### config.mk
export PLATFORM = sky130hd
export DESIGN_NAME = lcd_bus_master
export DESIGN_NICKNAME = d
export VERILOG_FILES = /design/src/rtl/lcd_bus_pkg.sv /design/src/rtl/lcd_par_engine.sv /design/src/rtl/lcd_ser_engine.sv /design/src/rtl/lcd_bus_master.sv
export SDC_FILE = /design/constraint.sdc
export NUM_CORES = 1
export LEC_CHECK = 0
export ABC_AREA = 1
export BUFFER_PORTS_ARGS = -buffer_cell sky130_fd_sc_hd__buf_2
export CAP_MARGIN = 10
export CELL_PAD_IN_SITES_DETAIL_PLACEMENT = 0
export CELL_PAD_IN_SITES_GLOBAL_PLACEMENT = 1
export CORE_MARGIN = 2
export CORE_UTILIZATION = 40
export CTS_BUF_LIST = sky130_fd_sc_hd__clkbuf_16
export DETAILED_ROUTE_END_ITERATION = 8
export GPL_TIMING_DRIVEN = 0
export PLACE_DENSITY = 0.85
export SYNTH_ARGS = -nofsm -noshare
export SYNTH_HDL_FRONTEND = slang
export SYNTH_SLANG_ARGS = --single-unit
### constraint.sdc
create_clock -name clk_i -period 1.8 [get_ports clk_i]
set_input_delay 0.18 -clock clk_i [delete_from_list [all_inputs] [get_ports clk_i]]
set_output_delay 0.18 -clock clk_i [all_outputs]
set_load 0.03 [all_outputs]
### src/rtl/lcd_bus_pkg.sv
package lcd_bus_pkg;
  localparam int DW = 8;

  typedef struct packed {
    logic          cs_n;
    logic          dc;
    logic          rd_e;
    logic          wr_rw;
    logic          oe;
    logic [DW-1:0] dout;
  } pins_t;

  typedef enum logic [1:0] {P_IDLE, P_SETUP, P_STROBE, P_HOLD} par_st_e;
  typedef enum logic [1:0] {S_IDLE, S_LOW, S_HIGH, S_HOLD} ser_st_e;
endpackage

### src/rtl/lcd_par_engine.sv
module lcd_par_engine
  import lcd_bus_pkg::*;
#(
  parameter int unsigned T_SETUP = 2,
  parameter int unsigned T_PULSE = 3,
  parameter int unsigned T_HOLD  = 1
) (
  input  logic          clk_i,
  input  logic          rst_ni,
  input  logic          m68_i,
  input  logic          start_i,
  input  logic          dc_i,
  input  logic          rd_i,
  input  logic [DW-1:0] data_i,
  input  logic [DW-1:0] db_i,
  output logic          busy_o,
  output logic          fin_o,
  output pins_t         pins_o,
  output logic [DW-1:0] rd_data_o
);
  localparam int unsigned TM0  = (T_SETUP > T_PULSE) ? T_SETUP : T_PULSE;
  localparam int unsigned TMAX = (TM0 > T_HOLD) ? TM0 : T_HOLD;
  localparam int CW = (TMAX < 2) ? 1 : $clog2(TMAX);

  par_st_e       st_q;
  logic [CW-1:0] cnt_q;
  logic          dc_q, rd_q;
  logic [DW-1:0] byte_q;
  logic          last, strobe;

  assign last   = (cnt_q == '0);
  assign strobe = (st_q == P_STROBE);

  always_ff @(posedge clk_i or negedge rst_ni) begin
    if (!rst_ni) begin
      st_q      <= P_IDLE;
      cnt_q     <= '0;
      dc_q      <= 1'b0;
      rd_q      <= 1'b0;
      byte_q    <= '0;
      rd_data_o <= '0;
    end else begin
      unique case (st_q)
        P_IDLE: if (start_i) begin
          st_q   <= P_SETUP;
          cnt_q  <= CW'(T_SETUP - 1);
          dc_q   <= dc_i;
          rd_q   <= rd_i;
          byte_q <= data_i;
        end
        P_SETUP: if (last) begin
          st_q  <= P_STROBE;
          cnt_q <= CW'(T_PULSE - 1);
        end else cnt_q <= cnt_q - 1'b1;
        P_STROBE: if (last) begin
          st_q  <= P_HOLD;
          cnt_q <= CW'(T_HOLD - 1);
          if (rd_q) rd_data_o <= db_i;  // value of final strobe cycle
        end else cnt_q <= cnt_q - 1'b1;
        P_HOLD: if (last) st_q <= P_IDLE;
                else cnt_q <= cnt_q - 1'b1;
        default: st_q <= P_IDLE;
      endcase
    end
  end

  assign busy_o = (st_q != P_IDLE);
  assign fin_o  = (st_q == P_HOLD) && last;

  always_comb begin
    pins_o.cs_n = 1'b0;
    pins_o.dc   = dc_q;
    pins_o.oe   = !rd_q;
    pins_o.dout = byte_q;
    if (m68_i) begin
      pins_o.rd_e  = strobe;
      pins_o.wr_rw = rd_q;
    end else begin
      pins_o.rd_e  = !(strobe && rd_q);
      pins_o.wr_rw = !(strobe && !rd_q);
    end
  end
endmodule

### src/rtl/lcd_ser_engine.sv
module lcd_ser_engine
  import lcd_bus_pkg::*;
#(
  parameter int unsigned T_SETUP = 2,
  parameter int unsigned T_PULSE = 3,
  parameter int unsigned T_HOLD  = 1
) (
  input  logic          clk_i,
  input  logic          rst_ni,
  input  logic          start_i,
  input  logic          dc_i,
  input  logic [DW-1:0] data_i,
  output logic          busy_o,
  output logic          fin_o,
  output pins_t         pins_o
);
  localparam int unsigned TM0  = (T_SETUP > T_PULSE) ? T_SETUP : T_PULSE;
  localparam int unsigned TMAX = (TM0 > T_HOLD) ? TM0 : T_HOLD;
  localparam int CW = (TMAX < 2) ? 1 : $clog2(TMAX);
  localparam int BW = $clog2(DW);

  ser_st_e       st_q;
  logic [CW-1:0] cnt_q;
  logic [BW-1:0] bit_q;
  logic          dc_q;
  logic [DW-1:0] sh_q;
  logic          last;

  assign last = (cnt_q == '0);

  always_ff @(posedge clk_i or negedge rst_ni) begin
    if (!rst_ni) begin
      st_q  <= S_IDLE;
      cnt_q <= '0;
      bit_q <= '0;
      dc_q  <= 1'b0;
      sh_q  <= '0;
    end else begin
      unique case (st_q)
        S_IDLE: if (start_i) begin
          st_q  <= S_LOW;
          cnt_q <= CW'(T_SETUP - 1);
          bit_q <= BW'(DW - 1);
          dc_q  <= dc_i;
          sh_q  <= data_i;
        end
        S_LOW: if (last) begin
          st_q  <= S_HIGH;
          cnt_q <= CW'(T_PULSE - 1);
        end else cnt_q <= cnt_q - 1'b1;
        S_HIGH: if (last) begin
          if (bit_q == '0) begin
            st_q  <= S_HOLD;
            cnt_q <= CW'(T_HOLD - 1);
          end else begin
            st_q  <= S_LOW;
            cnt_q <= CW'(T_SETUP - 1);
            bit_q <= bit_q - 1'b1;
            sh_q  <= {sh_q[DW-2:0], 1'b0};
          end
        end else cnt_q <= cnt_q - 1'b1;
        S_HOLD: if (last) st_q <= S_IDLE;
                else cnt_q <= cnt_q - 1'b1;
        default: st_q <= S_IDLE;
      endcase
    end
  end

  assign busy_o = (st_q != S_IDLE);
  assign fin_o  = (st_q == S_HOLD) && last;

  always_comb begin
    pins_o.cs_n  = 1'b0;
    pins_o.dc    = dc_q;
    pins_o.rd_e  = 1'b1;
    pins_o.wr_rw = 1'b1;
    pins_o.oe    = 1'b1;
    pins_o.dout  = {sh_q[DW-1], (st_q == S_HIGH), {(DW-2){1'b1}}};
  end
endmodule

### src/rtl/lcd_bus_master.sv
module lcd_bus_master
  import lcd_bus_pkg::*;
#(
  parameter int unsigned T_SETUP = 2,
  parameter int unsigned T_PULSE = 3,
  parameter int unsigned T_HOLD  = 1
) (
  input  logic          clk_i,
  input  logic          rst_ni,
  input  logic          par_mode_i,
  input  logic          m68_mode_i,
  input  logic          req_valid_i,
  output logic          req_ready_o,
  input  logic          req_dc_i,
  input  logic          req_rd_i,
  input  logic [DW-1:0] req_data_i,
  output logic          done_o,
  output logic          err_o,
  output logic [DW-1:0] rd_data_o,
  output logic          cs_no,
  output logic          dc_o,
  output logic          rd_e_o,
  output logic          wr_rw_o,
  output logic [DW-1:0] db_o,
  output logic          db_oe_o,
  input  logic [DW-1:0] db_i
);
  logic  busy_q, done_q, err_q;
  logic  acc, rej, start_par, start_ser;
  logic  par_busy, par_fin, ser_busy, ser_fin;
  pins_t par_pins, ser_pins, idle_pins, pins;

  assign req_ready_o = !busy_q;
  assign acc       = req_valid_i && !busy_q;
  assign rej       = acc && !par_mode_i && req_rd_i;
  assign start_par = acc && par_mode_i;
  assign start_ser = acc && !par_mode_i && !req_rd_i;

  lcd_par_engine #(.T_SETUP(T_SETUP), .T_PULSE(T_PULSE), .T_HOLD(T_HOLD)) u_par (
    .clk_i, .rst_ni, .m68_i(m68_mode_i), .start_i(start_par),
    .dc_i(req_dc_i), .rd_i(req_rd_i), .data_i(req_data_i), .db_i,
    .busy_o(par_busy), .fin_o(par_fin), .pins_o(par_pins), .rd_data_o
  );

  lcd_ser_engine #(.T_SETUP(T_SETUP), .T_PULSE(T_PULSE), .T_HOLD(T_HOLD)) u_ser (
    .clk_i, .rst_ni, .start_i(start_ser), .dc_i(req_dc_i), .data_i(req_data_i),
    .busy_o(ser_busy), .fin_o(ser_fin), .pins_o(ser_pins)
  );

  always_ff @(posedge clk_i or negedge rst_ni) begin
    if (!rst_ni) begin
      busy_q <= 1'b0;
      done_q <= 1'b0;
      err_q  <= 1'b0;
    end else begin
      if (start_par || start_ser) busy_q <= 1'b1;
      else if (par_fin || ser_fin) busy_q <= 1'b0;
      done_q <= par_fin || ser_fin || rej;
      err_q  <= rej;
    end
  end

  always_comb begin
    idle_pins.cs_n  = 1'b1;
    idle_pins.dc    = 1'b0;
    idle_pins.oe    = 1'b0;
    idle_pins.dout  = '0;
    idle_pins.rd_e  = !(par_mode_i && m68_mode_i);
    idle_pins.wr_rw = 1'b1;
    if (par_busy)      pins = par_pins;
    else if (ser_busy) pins = ser_pins;
    else               pins = idle_pins;
  end

  assign cs_no   = pins.cs_n;
  assign dc_o    = pins.dc;
  assign rd_e_o  = pins.rd_e;
  assign wr_rw_o = pins.wr_rw;
  assign db_oe_o = pins.oe;
  assign db_o    = pins.dout;
  assign done_o  = done_q;
  assign err_o   = err_q;
endmodule

==> key figures, run 1 <==
GRT
  • Remaining global-route overflow: 0
  • Global router's overall resource usage: 16.7%
  • First-pass GRT wire length: 8120 µm
  • Maximum number of pins on one net before global-route repair: 42
  • Number of antenna violations at the first check in global routing: 0
  • Via count of the first global-routing pass: 1804

Routing
  • Top layer used by detailed routing: met4
  • WL/cell: 11.8 µm
  • Drt total wl: 4630 µm
  • Count of nets left with antenna violations after detail routing: 0
  • Detailed-routed wire length on met2: 2160 µm
  • DRC violation total after the first TritonRoute iteration: 80
  • Overall via count from detail_route: 1865
  • Met1 WL: 2230 µm
  • Detail Route met3 WL: 212 µm
  • Detailed-router iteration count before antenna repair: 4
  • Routed via count divided by cell count: 4.76
  • DRC viols: 0

Floorplanning
  • Count of pins on the block boundary: 47
  • Die height: 77.3 µm
  • Die width: 77.3 µm
  • Die footprint: 5980 µm²
  • Total number of placement rows: 26
  • Starting density of the core: 41.8%
  • Std-Cell Core Area: 5140 µm²

Logic synthesis
  • Yosys warns: 0
  • Primary FF master, synth: dfrtp_1
  • Synth async-reset ratio: 100%
  • Post-synthesis cell area: 2150 µm²
  • Number of nets in the synthesized netlist: 294
  • Post-Syn Instances: 259
  • Number of enable-type register cells in the synthesized netlist: 0
  • Fraction of the yosys area taken by sequential cells: 47.7%
  • Cell variety after synth: 24
  • Synth Register Bits: 41
  • Average cell area after synthesis: 8.30 µm²

Finish
  • Antenna diode count: 0
  • Multi-input gate area: 1010 µm²
  • Most frequent standard cell in the layout excluding fill and tap cells: nand2_1
  • Most used cells in the layout excluding fill and tap cells: 82 x nand2_1, 41 x buf_2, 40 x dfrtp_1
  • Final cell utilization of the core: 53.8%
  • Share of layout cells above drive strength 1: 28.9%
  • Area growth from synthesis to layout: 28.6%
  • Nets: 356
  • Filler Cell Count: 510
  • Post-Layout Inst Area: 2760 µm²
  • Register area: 1030 µm²

STA
  • Shortest clock period the worst path allows after layout: 1.72 ns
  • Final period util: 95.6%
  • Maximum clock rate: 0.581 GHz
  • Number of max-slew violations in the final report: 0
  • Hold slack final: 0.0397 ns
  • Normalized max-slew margin: 38.6%
  • Fin Clk Skew: 0.00390 ns
  • Final number of hold-violating endpoints: 0
  • Actual slew at the worst max-slew pin: 0.920 ns
  • Number of setup violations in the final report: 0

Hold path
  • Worst min-delay path class: in2async

Worst setup path
  • Sort of element at the start of the critical path: flip-flop
  • Maximum fanout along the worst path: 5
  • Critical Path Sink Type: output pin
  • Arrival time of the worst setup path: 1.54 ns
  • Data required time of the critical path: 1.62 ns
  • Type of the setup path with the least slack: reg2out

Placed design
  • Count of input and output buffers: 46
  • Half-perimeter wire length of the detailed placement result: 3240 µm
  • Placer congestion estimate: 0.801
  • Post-detailed-placement cell area: 2470 µm²

Clocking
  • Sink count of the clock tree: 41
  • Worst-skew pair later-pin latency: 0.28 ns
  • Longest Clk Path Bufs: 2
  • Depth of the CTS H-tree: 2
  • Number of clock buffers inserted by TritonCTS: 5
  • CTS tree: done
  • Clock slew at the register clock pins of the worst setup and hold paths: 0.06 ns
  • Clk root buf: clkbuf_16

Power
  • IR drop worst, VDD: 943 µV
  • Static Leak: 0.00150 µW
  • Power per Cell Area: 2050 nW/µm²

Run
  • Number of maximum-capacitance constraint violations: 0

Outcome
  • Status: finished, final reports clean
-- critical path: stages, from the launching register on --
cell     delay, ns
dfrtp_1       0.40
inv_2         0.10
ha_4          0.14
buf_6         0.13
inv_4         0.05
nand2_2       0.08
o21ai_2       0.06
a21oi_1       0.14
buf_4         0.17
-- cells in the mapped netlist (all sizes together), types with 2 or more instances --
cell type  instances  area (µm²)
nor2               9        55.1
nand2             85         322
or2                2        12.5
nand3             20         113
ha                12         150
dfrtp             41        1030
clkbuf             3        11.3
o211ai             2        15.0
mux2               8        90.1
buf                4        26.3
inv               33         124
o21ai             32         160
a21oi              4        20.0
-- metal layers --
layer  up-vias  global-route usage (%)
met5         -                       0
met4         0                    5.18
met3         2                    2.82
met2        46                    27.3
met1       865                    22.8
li1        952                       -
-- final cells by class --
type / count / area share [%]
clock inverter: 3 / 0.498
sequential: 41 / 37.2
timing repair buffer: 56 / 11.7
tap: 70 / 3.17
buffer: 6 / 1.81
clock buffer: 5 / 4.53
multi-input combinational: 178 / 36.5
inverter: 33 / 4.57
-- cells by family after synthesis --
group                    Yosys count  synth area share (%)
AO/OA/AOI/OAI                     40                  9.72
adder cells (fa/ha/maj)           12                  6.98
buffers and inverters             40                  7.51
flip-flops                        41                  47.7
multiplexers                       8                  4.19
AND/OR/NAND/NOR                  118                  23.9
-- what timing repair did --
item                       CTS  global route
setup buffers                2             7
setup endpoints to repair   11            11
hold buffers                 0             0
gates cloned                 0             1
resized for setup           12            20
pin swaps                    0             3
-- metrics by stage --
| stage | TNS, ns | setup slack [ns] | total power, µW | instances |
|---|---|---|---|---|
| after floorplan | 0 | 0.0482 | 3700 | 259 |
| after global placement | -0.706 | -0.147 | 4380 | 375 |
| after detailed placement | -0.788 | -0.178 | 4440 | 375 |
| after CTS | 0 | 0.000116 | 5420 | 384 |
| after global routing | -0.0115 | -0.0115 | 6180 | 392 |
| final | 0 | 0.0794 | 5680 | 392 |
-- power by group --
group / leakage [µW] / internal (µW) / switching [µW]
sequential: 0.000505 / 1370 / 273
clock: 0.0000748 / 503 / 334
combinational: 0.000916 / 1210 / 1990
-- state kept, by name, summed over array words and instances (netlist names) --
name,count
u_par.st_q,2
u_par.rd_data_o,8
done_o,1
u_ser.bit_q,3
err_o,1
u_ser.sh_q,8
u_par.cnt_q,2
u_par.rd_q,1
u_par.byte_q,8
u_ser.dc_q,1
u_ser.st_q,2
u_par.dc_q,1
u_ser.cnt_q,2
busy_q,1
-- final timing paths --
path / slack [ns] / depth (start not counted) / to / startpoint
max in group asynchronous: 1.13 / 1 / u_ser.st_q[0]$_DFFE_PN0P_ / rst_ni
min in group clk_i: 0.14 / 2 / u_par.rd_data_o[6]$_DFFE_PN0P_ / db_i[6]
min reg2reg: 0.48 / 2 / u_par.dc_q$_DFFE_PN0P_ / u_par.dc_q$_DFFE_PN0P_
min: 0.04 / 1 / u_par.byte_q[4]$_DFFE_PN0P_ / rst_ni
max: 0.08 / 8 / rd_e_o / u_par.st_q[0]$_DFFE_PN0P_
max reg2reg: 0.16 / 8 / u_par.byte_q[4]$_DFFE_PN0P_ / u_par.st_q[1]$_DFFE_PN0P_
(Power assumes the default switching activity.)
==> run 2: changes to the inputs <==
SETUP_SLACK_MARGIN = 0.3   (was not set)
==> run 2 against run 1 <==
Combinational power increased by 23%; non-clock buffer count up 8; wire length grew 11%; worst setup slack improved by 0.025 ns; critical endpoint unchanged; largest cell class is now multi-input gates.
==> key figures, run 2 (synthesized netlist as in run 1, its figures left out) <==
Outcome
  • Status: finished, final reports clean

Worst setup path
  • Cell with the biggest individual delay on the critical path: dfrtp_1
  • Sequence of cells on the critical path: inv_2, ha_4, buf_8, inv_8, nand2_2, o21ai_2, a21oi_2, buf_6
  • CP delay by family, top: buffers and inverters
  • Sort of element at the start of the critical path: flip-flop
  • Type of the setup path with the least slack: reg2out
  • CP bufs+invs: 4
  • Data required time of the critical path: 1.62 ns
  • Max incr delay on CP: 0.39 ns
  • Critical Path Sink Type: output pin
  • Arrival time of the worst setup path: 1.52 ns
  • Maximum fanout along the worst path: 5

STA
  • Number of max-slew violations in the final report: 0
  • Fin Clk Skew: 0.00404 ns
  • Total negative slack: 0 ns
  • Final number of hold-violating endpoints: 0
  • Final period util: 94.2%
  • Maximum clock rate: 0.590 GHz
  • RSZ-0062 raised after global routing: true
  • Actual slew at the worst max-slew pin: 0.919 ns
  • Shortest clock period the worst path allows after layout: 1.70 ns
  • Hold slack final: 0.0368 ns
  • Number of setup violations in the final report: 0
  • Normalized max-slew margin: 38.8%

Finish
  • Most used cells in the layout excluding fill and tap cells: 65 x nand2_1, 39 x dfrtp_1, 34 x buf_2
  • Area growth from synthesis to layout: 42.4%
  • Share of layout cells above drive strength 1: 39.1%
  • Nets: 364
  • Antenna diode count: 0
  • Register area: 1030 µm²
  • Post-Layout Inst Area: 3060 µm²
  • Filler Cell Count: 466
  • Largest registers: u_par.byte_q: 8 flops, u_par.rd_data_o: 8 flops, u_ser.sh_q: 8 flops
  • Most frequent standard cell in the layout excluding fill and tap cells: nand2_1
  • Multi-input gate area: 1120 µm²

Power
  • Static Leak: 0.00160 µW
  • Power per Cell Area: 2160 nW/µm²
  • IR drop worst, VDD: 1100 µV
  • Total power of the final layout: 6620 µW

GRT
  • Global router's overall resource usage: 17.8%
  • Number of antenna violations at the first check in global routing: 0
  • First-pass GRT wire length: 8560 µm
  • Maximum number of pins on one net before global-route repair: 42
  • Remaining global-route overflow: 0
  • Via count of the first global-routing pass: 1901

Floorplanning
  • Starting density of the core: 41.8%
  • Total number of placement rows: 26
  • Std-Cell Core Area: 5140 µm²
  • Count of pins on the block boundary: 47
  • Die footprint: 5980 µm²
  • Die height: 77.3 µm
  • Die width: 77.3 µm

Routing
  • Drt total wl: 5140 µm
  • Detailed-router iteration count before antenna repair: 4
  • Routed via count divided by cell count: 4.86
  • Overall via count from detail_route: 1945
  • WL/cell: 12.9 µm
  • DRC violation total after the first TritonRoute iteration: 98
  • DRC viols: 0
  • Count of nets left with antenna violations after detail routing: 0

Clocking
  • Number of clock buffers inserted by TritonCTS: 5
  • Depth of the CTS H-tree: 2
  • Sink count of the clock tree: 41
  • CTS tree: done
  • Worst-skew pair later-pin latency: 0.28 ns
  • Clock slew at the register clock pins of the worst setup and hold paths: 0.06 ns
  • Hold_buf cts: 0
  • Longest Clk Path Bufs: 2
  • Clk root buf: clkbuf_16

Run
  • Number of maximum-capacitance constraint violations: 0

Placed design
  • Post-detailed-placement cell area: 2500 µm²
  • Count of input and output buffers: 46
  • Placer congestion estimate: 0.804
  • Half-perimeter wire length of the detailed placement result: 3230 µm

Hold path
  • Worst min-delay path class: in2async
run 2: changes by cell type in the layout (fill, tap and decap cells not counted), moves of 3 or more:
cell / change
nand2_4: +5
buf_2: -7
buf_6: +13
nand2_1: -17
buf_4: +5
nand2_2: +12
clkbuf_4: -3
run 2: layout make-up:
class                   count  share of cell area, %
well taps                  70                   2.86
plain buffers               7                   2.82
clock buffers               5                   4.09
multi-input cells         178                   36.5
clock inverters             3                   1.23
inverters                  33                   4.29
flip-flops and latches     41                   33.6
repair buffers             63                   14.6
run 2: repair_timing:
item                                    in CTS  in global routing
setup buffers                                9                  6
cloned                                       2                  0
endpoints found under the setup margin      32                 34
pin swaps                                    9                  2
gates resized for setup                     67                 19
endpoints found under the hold margin        0                  0
run 2: metal layers:
layer	vias to the layer above	wire (µm)	track usage, %
li1	966	-	-
met1	921	2270	22.6
met2	51	2570	30.4
met3	7	241	3.41
met4	0	61	5.54
met5	-	0	0
run 2: where the power goes:
group / leakage (µW) / total [µW] / switching (µW) / internal (µW)
combinational: 0.00102 / 3940 / 2260 / 1680
sequential: 0.000503 / 1690 / 318 / 1370
clock: 0.0000826 / 995 / 351 / 644
run 2: per-stage QoR:
step,std cells,util (%),worst slack (ns)
floorplan,259,-,0.284
global placement,375,48.6,0.0639
detailed placement,375,48.6,0.0560
CTS,394,57.6,0.133
global route,400,59.5,0.0426
finish,400,59.5,0.104
run 2: final timing paths:
check	slack (ns)	end	depth (start not counted)	from
worst max-delay path	0.10	rd_e_o	8	u_par.st_q[0]$_DFFE_PN0P_
worst min-delay path	0.04	u_ser.sh_q[1]$_DFFE_PN0P_	1	rst_ni
worst max register to register	0.31	u_par.st_q[1]$_DFFE_PN0P_	8	u_par.st_q[0]$_DFFE_PN0P_
worst min register to register	0.49	u_ser.dc_q$_DFFE_PN0P_	2	u_ser.dc_q$_DFFE_PN0P_
max in group asynchronous	1.14	u_ser.st_q[1]$_DFFE_PN0P_	1	rst_ni
min in group clk_i	0.13	u_par.rd_data_o[6]$_DFFE_PN0P_	2	db_i[6]
run 2: worst register-to-register path: stages, from the launching register on:
cell and delay (ns):
dfrtp_1 0.39, buf_4 0.13, buf_4 0.13, ha_1 0.21, nor2_1 0.14, a21o_1 0.18, nand2_1 0.08, nand2_1 0.07
nand2_1 0.04
==> run 3: changes to the inputs <==
--- a/config.mk
+++ b/config.mk
@@ -13,3 +13,3 @@
 export CORE_MARGIN = 2
-export CORE_UTILIZATION = 40
+export CORE_UTILIZATION = 35
 export CTS_BUF_LIST = sky130_fd_sc_hd__clkbuf_16
@@ -17,3 +17,3 @@
 export GPL_TIMING_DRIVEN = 0
-export PLACE_DENSITY = 0.85
+export PLACE_DENSITY = 0.76
 export SETUP_SLACK_MARGIN = 0.3
==> constraint.sdc (replaced) <==
create_clock -name clk_i -period 1.8 [get_ports clk_i]
set_input_delay 0.54 -clock clk_i [delete_from_list [all_inputs] [get_ports clk_i]]
set_output_delay 0.54 -clock clk_i [all_outputs]
set_load 0.03 [all_outputs]
==> run 3 against run 2 <==
The run now ends with setup timing left; register-to-register slack got worse by 0.07 ns; cell count increased by 1.5%; die area up 14%; sequential share of layout area shrank 2.0 points; clock-buffer cell count stayed put; first-iteration DRC count shrank 9.2%; critical path type unchanged.
==> key figures, run 3 (synthesized netlist as in run 1, its figures left out) <==
Worst setup path
  • Number of cells traversed by the worst register-to-register path: 4
  • Type of the setup path with the least slack: reg2out
  • Critical R2R Launch: u_par.st_q[1]$_DFFE_PN0P_
  • R2R Setup Slk: 0.24 ns
  • Reg-to-reg critical path endpoint: u_par.rd_data_o[7]$_DFFE_PN0P_
  • Max incr delay on CP: 0.38 ns
  • Cell with the biggest individual delay on the critical path: dfrtp_1
  • Data required time of the critical path: 1.26 ns
  • Critical Path Sink Type: output pin
  • Sequence of cells on the critical path: buf_4, ha_2, inv_1, nand2_4, o21ai_4, a21oi_4, buf_6
  • Sort of element at the start of the critical path: flip-flop
  • Arrival time of the worst setup path: 1.56 ns
  • Maximum fanout along the worst path: 6

Finish
  • Register area: 1030 µm²
  • Most used cells in the layout excluding fill and tap cells: 55 x nand2_1, 40 x dfrtp_1, 32 x buf_2
  • Most frequent standard cell in the layout excluding fill and tap cells: nand2_1
  • Largest registers: u_par.byte_q: 8 flops, u_par.rd_data_o: 8 flops, u_ser.sh_q: 8 flops
  • Antenna diode count: 0
  • Nets: 365
  • Final cell utilization of the core: 54.9%
  • Area growth from synthesis to layout: 51.3%
  • Post-Layout Inst Area: 3250 µm²
  • Filler Cell Count: 543
  • Multi-input gate area: 1260 µm²
  • Share of layout cells above drive strength 1: 44.1%

GRT
  • Maximum number of pins on one net before global-route repair: 42
  • Remaining global-route overflow: 0
  • Number of antenna violations at the first check in global routing: 0
  • Via count of the first global-routing pass: 1864
  • Global router's overall resource usage: 17.0%
  • First-pass GRT wire length: 8590 µm

STA
  • Setup WS post-layout: -0.302 ns
  • Normalized max-slew margin: 38.3%
  • Final period util: 117%
  • Maximum clock rate: 0.476 GHz
  • RSZ-0062 raised after global routing: true
  • Fin Clk Skew: 0.00460 ns
  • Shortest clock period the worst path allows after layout: 2.10 ns
  • Number of setup violations in the final report: 13
  • Number of max-slew violations in the final report: 0
  • Total negative slack: -3.29 ns
  • Final number of hold-violating endpoints: 0
  • Actual slew at the worst max-slew pin: 0.926 ns

Floorplanning
  • Die width: 82.4 µm
  • Count of pins on the block boundary: 47
  • Std-Cell Core Area: 5920 µm²
  • Die height: 82.4 µm
  • Total number of placement rows: 28
  • Die footprint: 6780 µm²
  • Starting density of the core: 36.3%

Clocking
  • Hold_buf cts: 0
  • Number of clock buffers inserted by TritonCTS: 5
  • Clk root buf: clkbuf_16
  • Worst-skew pair later-pin latency: 0.29 ns
  • CTS tree: done
  • Sink count of the clock tree: 41
  • Longest Clk Path Bufs: 2
  • Depth of the CTS H-tree: 2
  • Clock slew at the register clock pins of the worst setup and hold paths: 0.06 ns

Routing
  • WL/cell: 12.8 µm
  • Count of nets left with antenna violations after detail routing: 0
  • Detailed-router iteration count before antenna repair: 4
  • Drt total wl: 5220 µm
  • DRC viols: 0
  • Overall via count from detail_route: 1936
  • DRC violation total after the first TritonRoute iteration: 89
  • Routed via count divided by cell count: 4.77

Hold path
  • Worst min-delay path class: in2async

Run
  • Number of maximum-capacitance constraint violations: 0

Power
  • Power per Cell Area: 2160 nW/µm²
  • IR drop worst, VDD: 1080 µV
  • Static Leak: 0.00166 µW

Placed design
  • Placer congestion estimate: 0.831
  • Worst slack at placement: -0.167 ns
  • Post-detailed-placement cell area: 2620 µm²
  • Half-perimeter wire length of the detailed placement result: 3460 µm
  • Count of input and output buffers: 46

Outcome
  • Status: finished, violations left
  • Violated checks: setup timing
run 3: cell count changes in the layout (fill, tap and decap cells not counted), moves of 2 or more:
cell,before,now
o21ai_4,1,4
buf_4,17,14
nor2_1,5,3
buf_2,34,32
o21ai_1,7,3
inv_4,0,2
nand2_4,6,17
clkinv_2,0,2
inv_1,29,27
nand2_2,14,11
buf_6,16,22
nand2_8,0,2
nand2_1,65,55
run 3: worst max path at each step:
stage	startpoint	endpoint	cells past startpoint
2_1_floorplan	u_par.st_q[1]$_DFFE_PN0P_	db_o[7]	5
3_3_place_gp	u_par.st_q[1]$_DFFE_PN0P_	db_o[2]	8
3_5_place_dp	u_par.st_q[1]$_DFFE_PN0P_	db_o[7]	8
4_1_cts	u_par.st_q[1]$_DFFE_PN0P_	rd_e_o	7
5_1_grt	u_par.st_q[0]$_DFFE_PN0P_	rd_e_o	7
6_report	u_par.st_q[1]$_DFFE_PN0P_	rd_e_o	7
run 3: layer usage:
metal | share of wire, % | vias to the layer above | track usage, %
li1 | - | 971 | -
met1 | 44 | 924 | 20.6
met2 | 51 | 32 | 29.4
met3 | 3.5 | 9 | 3.48
met4 | 1.9 | 0 | 6.50
met5 | 0 | - | 0
run 3: final cells by class:
| type | instances | share of cell area, % |
|---|---|---|
| Buffer | 7 | 3.12 |
| Clock buffer | 5 | 3.85 |
| Clock inverter | 3 | 0.539 |
| Inverter | 33 | 4.35 |
| Multi-Input combinational cell | 178 | 38.9 |
| Sequential cell | 41 | 31.6 |
| Tap cell | 75 | 2.89 |
| Timing Repair Buffer | 64 | 14.8 |
run 3: stage by stage:
step | instances | total power (µW) | hold WS (ns)
after floorplan | 259 | 4110 | 0.244
after global placement | 380 | 4810 | 0.470
after detailed placement | 380 | 4870 | 0.474
after CTS | 403 | 6790 | 0.436
after global routing | 406 | 7540 | 0.480
final | 406 | 7020 | 0.395
run 3: where the power goes:
part | internal, µW | switching [µW] | total (µW)
Clock | 508 | 368 | 876
Sequential | 1370 | 334 | 1700
Combinational | 1940 | 2510 | 4450
Total | 3810 | 3210 | 7020
run 3: critical path: cells and delay by family (launching register included):
family                   cells  cell delay (ns)
flip-flops                   1             0.38
AO/OA/AOI/OAI                2             0.21
buffers and inverters        3             0.38
AND/OR/NAND/NOR              1             0.09
adder cells (fa/ha/maj)      1             0.23
run 3: what timing repair did:
item                                    CTS  global route
gates cloned                              1             1
setup buffers                            14             2
pin swaps                                13            13
endpoints found under the setup margin   33            40
gates resized for setup                  65            36
